--- src/rtl/talarm_pkg.sv ---
package talarm_pkg;

    localparam int CSR_W = 8;

    localparam int B_FLAG   = 0;
    localparam int B_IE     = 1;
    localparam int B_STATUS = 2;
    localparam int B_EN     = 3;
    localparam int B_VAE    = 4;
    localparam int B_VSEL   = 5;
    localparam int B_RSV_LO = 6;

    typedef enum logic [1:0] {
        ROUTE_EXT  = 2'd0,
        ROUTE_TEMP = 2'd1,
        ROUTE_BG   = 2'd2
    } route_t;

    typedef struct packed {
        logic [1:0] rsv;
        logic       vsel;
        logic       vae;
        logic       en;
        logic       ie;
    } ctrl_t;

    function automatic route_t pick_route(input logic vae, input logic vsel);
        if (!vae)
            return ROUTE_EXT;
        return vsel ? ROUTE_BG : ROUTE_TEMP;
    endfunction

endpackage

--- src/rtl/talarm_sync.sv ---
module talarm_sync #(
    parameter int STAGES = 2
) (
    input  logic clk,
    input  logic rst,
    input  logic d_async,
    output logic q_sync
);
    logic [STAGES-1:0] chain_q;

    generate
        for (genvar i = 0; i < STAGES; i++) begin : g_stage
            if (i == 0) begin : g_first
                always_ff @(posedge clk) begin
                    if (rst) chain_q[0] <= 1'b0;
                    else     chain_q[0] <= d_async;
                end
            end else begin : g_next
                always_ff @(posedge clk) begin
                    if (rst) chain_q[i] <= 1'b0;
                    else     chain_q[i] <= chain_q[i-1];
                end
            end
        end
    endgenerate

    assign q_sync = chain_q[STAGES-1];
endmodule

--- src/rtl/talarm_flag.sv ---
module talarm_flag (
    input  logic clk,
    input  logic rst,
    input  logic status_i,
    input  logic clr_i,
    output logic flag_o
);
    logic prev_q;
    logic flag_q;
    logic change;

    assign change = status_i ^ prev_q;

    always_ff @(posedge clk) begin
        if (rst) begin
            prev_q <= 1'b0;
            flag_q <= 1'b0;
        end else begin
            prev_q <= status_i;
            if (change)
                flag_q <= 1'b1;
            else if (clr_i)
                flag_q <= 1'b0;
        end
    end

    assign flag_o = flag_q;
endmodule

--- src/rtl/thermal_alarm_csr.sv ---
module thermal_alarm_csr
    import talarm_pkg::*;
#(
    parameter int ADDR_W      = 4,
    parameter int REG_ADDR    = 3,
    parameter int SYNC_STAGES = 2
) (
    input  logic              clk,
    input  logic              rst,
    input  logic [ADDR_W-1:0] bus_addr,
    input  logic              bus_we,
    input  logic [CSR_W-1:0]  bus_wdata,
    output logic [CSR_W-1:0]  bus_rdata,
    input  logic              test_mode_i,
    input  logic              comp_async_i,
    output logic              sensor_en_o,
    output logic [1:0]        adc_route_o,
    output logic              irq_o
);
    localparam logic [ADDR_W-1:0] MY_ADDR = ADDR_W'(REG_ADDR);

    ctrl_t ctrl_q;
    logic  comp_sync;
    logic  status_q;
    logic  flag_q;
    logic  addr_hit;
    logic  wr_hit;
    logic  flag_clr;
    route_t route;

    assign addr_hit = (bus_addr == MY_ADDR);
    assign wr_hit   = bus_we && addr_hit;
    assign flag_clr = wr_hit && bus_wdata[B_FLAG];

    talarm_sync #(.STAGES(SYNC_STAGES)) u_sync (
        .clk     (clk),
        .rst     (rst),
        .d_async (comp_async_i),
        .q_sync  (comp_sync)
    );

    always_ff @(posedge clk) begin
        if (rst) begin
            ctrl_q <= '0;
        end else if (wr_hit) begin
            ctrl_q.vsel <= bus_wdata[B_VSEL];
            ctrl_q.vae  <= bus_wdata[B_VAE];
            ctrl_q.en   <= bus_wdata[B_EN];
            ctrl_q.ie   <= bus_wdata[B_IE];
            if (test_mode_i)
                ctrl_q.rsv <= bus_wdata[B_RSV_LO+1:B_RSV_LO];
        end
    end

    always_ff @(posedge clk) begin
        if (rst) status_q <= 1'b0;
        else     status_q <= ctrl_q.en & comp_sync;
    end

    talarm_flag u_flag (
        .clk      (clk),
        .rst      (rst),
        .status_i (status_q),
        .clr_i    (flag_clr),
        .flag_o   (flag_q)
    );

    assign route = pick_route(ctrl_q.vae, ctrl_q.vsel);

    always_comb begin
        bus_rdata = '0;
        if (addr_hit) begin
            bus_rdata[B_RSV_LO+1:B_RSV_LO] = ctrl_q.rsv;
            bus_rdata[B_VSEL]   = ctrl_q.vsel;
            bus_rdata[B_VAE]    = ctrl_q.vae;
            bus_rdata[B_EN]     = ctrl_q.en;
            bus_rdata[B_STATUS] = status_q;
            bus_rdata[B_IE]     = ctrl_q.ie;
            bus_rdata[B_FLAG]   = flag_q;
        end
    end

    assign sensor_en_o = ctrl_q.en;
    assign adc_route_o = route;
    assign irq_o       = flag_q & ctrl_q.ie;
endmodule

--- config.mk ---
export PLATFORM = sky130hd
export DESIGN_NAME = thermal_alarm_csr
export DESIGN_NICKNAME = d
export VERILOG_FILES = /design/src/rtl/talarm_pkg.sv /design/src/rtl/talarm_sync.sv /design/src/rtl/talarm_flag.sv /design/src/rtl/thermal_alarm_csr.sv
export SDC_FILE = /design/constraint.sdc
export NUM_CORES = 1
export LEC_CHECK = 0
export ABC_CLOCK_PERIOD_IN_PS = 1570
export BUFFER_PORTS_ARGS = -buffer_cell sky130_fd_sc_hd__buf_4
export CAP_MARGIN = 20
export CORE_UTILIZATION = 35
export DETAILED_ROUTE_END_ITERATION = 8
export PLACE_DENSITY = 0.69
export SYNTH_ARGS = -nofsm -noshare
export SYNTH_HDL_FRONTEND = slang
export SYNTH_SLANG_ARGS = --single-unit
--- constraint.sdc ---
create_clock -name clk -period 1.57 [get_ports clk]
set_input_delay 0.314 -clock clk [delete_from_list [all_inputs] [get_ports clk]]
set_output_delay 0.314 -clock clk [all_outputs]
set_load 0.05 [all_outputs]
==> metrics.md <==
| Metric | Value |
|---|---|
| Status | finished, final reports clean |
| Share of cells above drive strength 1 | between 40% and 50% |
| Clock sinks | 11 |
| Starting DRT DRC Count | 5 |
| Yosys top cell by area | dfxtp_1 |
| Largest net degree at the start of global routing | 18 |
| Post-layout util | 56.8% |
| Post-CTS setup buffer count | 0 |
| # DRC | 0 |
| Worst R2R Start | u_flag.flag_o |
| First-pass GRT wire length | 1480 um |
| Post-synthesis register bit count | 11 |
| Vias per cell | 4.63 |
| Critical Path Fanout Max | 13 |
| Initial Util | 38.7% |
| Core area | 0.00133 mm^2 |
| LEAKAGE | 0.333 nW |
| Hold violation total from the final report | 0 |
| R2R setup slack | 0.80 ns |
| Post-Synthesis Cell Area | 517 um^2 |
| DRT antenna net count | 0 |
| Clock slew at reported path FFs | 0.07 ns |
| WS Path Type | in -> out |
| Setup crit start | bus_addr[2] |
| Crit-path slowest cell | and4bb_4 |
| Worst path most repeated cell | buf_4 |
| Hold crit path type | in -> reg |
| Post-CTS Hold Buffers | 0 |
| # diodes | 0 |
| Sequential fraction of the synthesis area | a little over two fifths |
| Initial antenna violation count | 0 |
| Worst skew pair latency | 0.26 ns |
| Post-Layout Cell Count | slightly below 100 |
| Crit-path cells | buf_4, and4bb_4, and2_1, buf_4 |
| Syn-to-layout area delta | 46.5% |
| Mean Syn Cell Area | 9.57 um^2 |
| Crit path launch type | input pin |
| Synth area leaders | dfxtp_1 43%, and2_1 12%, nand2b_1 9.7% |
| Worst relative slew slack | 89.3% |
| TritonCTS Buffers | 3 |
| Worst IR drop on VDD | 378 uV |
| Reg2reg path depth | 3 |
| Die H | around 40 um |
| Unrepaired setup endpoints after global routing | no |
| Post-route clock period utilization | 95.2% |
| Row Count | 13 |
| Final min period | about 1.5 ns |
| Placer Congestion | ~0.63 |
| Pwr dens | 695 mW/mm^2 |
| Cells after Synth | 54 |
| Top Ports | 29 |
| Nets@finish | 102 |
| Pre-antenna DRT Iters | 2 |
| Clock H-tree levels | 1 |
| Clock Tree Root | clkbuf_4 |
| CTS tree | built |
| Crit. End Element | output pin |
| Final wirelength | 1050 um |
| Max incr delay on CP | 0.41 ns |
| Worst-Margin Slew | 0.160 ns |
| Vias in the first global route | 377 |
| Die width | 40.4 um |
| Max-slew violation count | 0 |
| Critical path required time | around 1.3 ns |
| Setup TNS | 0 ns |
| Yosys top cell area share | 42.6% |
| Layout Skew | 0.000172 ns |
| Via count | 458 |
| Unique masters post-synth | 18 |
| Input/output buffers | 27 |
| Post-cts resize count | 0 |
| Yosys warnings | 0 |
| Full die area | 0.00163 mm^2 |
| Total Routing Usage GR | 14.7% |
| Syn nets | 71 |
| R2R Path End | u_flag.flag_o |
| FMAX | 669 MHz |
| DR WL/cell | ~11 um |
| Clock Path Buffers | 2 |
| Placed cells | 95 |
| Gr ovfl total | 0 |
| Crit path capture | bus_rdata[7] |
| Setup violations, final | 0 |
| MaxCap Viol Count | 0 |
| CP Data Arrival Time | 1.18 ns |
[kinds of logic (layout without fill, tap and decap cells)]
kind of cell,count (synthesis),in the layout,share of synthesized area (%)
simple gates,31,31,41.6
flops,11,11,42.6
buf+inv,3,33,3.63
xor+xnor,1,1,1.70
mux,2,2,3.87
compound gates,6,6,6.54
[synth_stat cells]
cell,number
a21oi_1,1
a31o_1,1
and2_1,10
and2_2,1
and3_4,1
and4bb_4,1
buf_6,1
clkbuf_1,1
dfxtp_1,11
inv_1,1
mux2i_1,2
nand2_1,1
nand2b_1,8
nand4b_1,4
nor2_1,1
nor2b_1,4
o21ai_1,4
xnor2_1,1
[stage by stage]
step                hold WS [ns]  setup WS, ns  instance area, um^2  power, W
global route               0.268        0.0266                  757  0.000556
global placement           0.414        0.0664                  731  0.000346
CTS                        0.256        0.0706                  757  0.000539
finish                     0.262        0.0748                  757  0.000526
floorplan                  0.404        0.0545                  517  0.000311
detailed placement         0.409        0.0700                  731  0.000347
[layout make-up]
class | count | area (um^2)
Sequential cell | 11 | 220
Timing Repair Buffer | 28 | 210
Inverter | 1 | 3.75
Fill cell | 137 | 577
Tap cell | 15 | 18.8
Multi-Input combinational cell | 40 | 278
Clock buffer | 4 | 26.3
[per-layer routing]
layer  part of all wire, %  GRT usage, %  routed length, um
met1                    42          15.4                436
met2                    47          23.0                492
met3                   9.7          5.56                102
met4                   1.5          12.5                 16
met5                     0             0                  0
[critical path, delay by kind of cell]
kind / cells / cell delay (ns)
AND/OR/NAND/NOR: 2 / 0.57
buffers and inverters: 2 / 0.29
[worst min-delay path by stage]
stage,end,start,slack (ns),depth (start not counted)
finish,u_sync.chain_q[0],comp_async_i,0.26,2
global route,u_sync.chain_q[0],comp_async_i,0.27,2
CTS,u_sync.chain_q[0],comp_async_i,0.26,2
detailed placement,status_q,u_sync.q_sync,0.41,2
global placement,status_q,u_sync.q_sync,0.41,2
floorplan,status_q,u_sync.q_sync,0.40,2
[cells in the final DEF (no fill, tap or decap), drive strengths merged]
| master | count |
|---|---|
| and3 | 1 |
| nand2b | 8 |
| xnor2 | 1 |
| buf | 28 |
| o21ai | 4 |
| and2 | 11 |
| nand2 | 1 |
| and4bb | 1 |
| mux2i | 2 |
| clkbuf | 4 |
| dfxtp | 11 |
| a21oi | 1 |
| nor2b | 4 |
| nand4b | 4 |
| inv | 1 |
| a31o | 1 |
| nor2 | 1 |
[power by group]
| part | total [W] | leakage [nW] | internal, W | switching (W) |
|---|---|---|---|---|
| sequential | 0.000285 | 0.0891 | 0.000283 | 0.00000155 |
| combinational | 0.0000549 | 0.229 | 0.0000352 | 0.0000197 |
| clock | 0.000187 | 0.0150 | 0.0000981 | 0.0000889 |
| total | 0.000526 | 0.333 | 0.000416 | 0.000110 |
[sequential cells by signal (all words and copies together), names as in the netlist]
register and cells:
u_flag.flag_o 1, u_flag.prev_q 1, u_sync.chain_q 1, sensor_en_o 1, status_q 1, u_sync.q_sync 1
ctrl_q 5
Power figures use the tool's default switching activity.
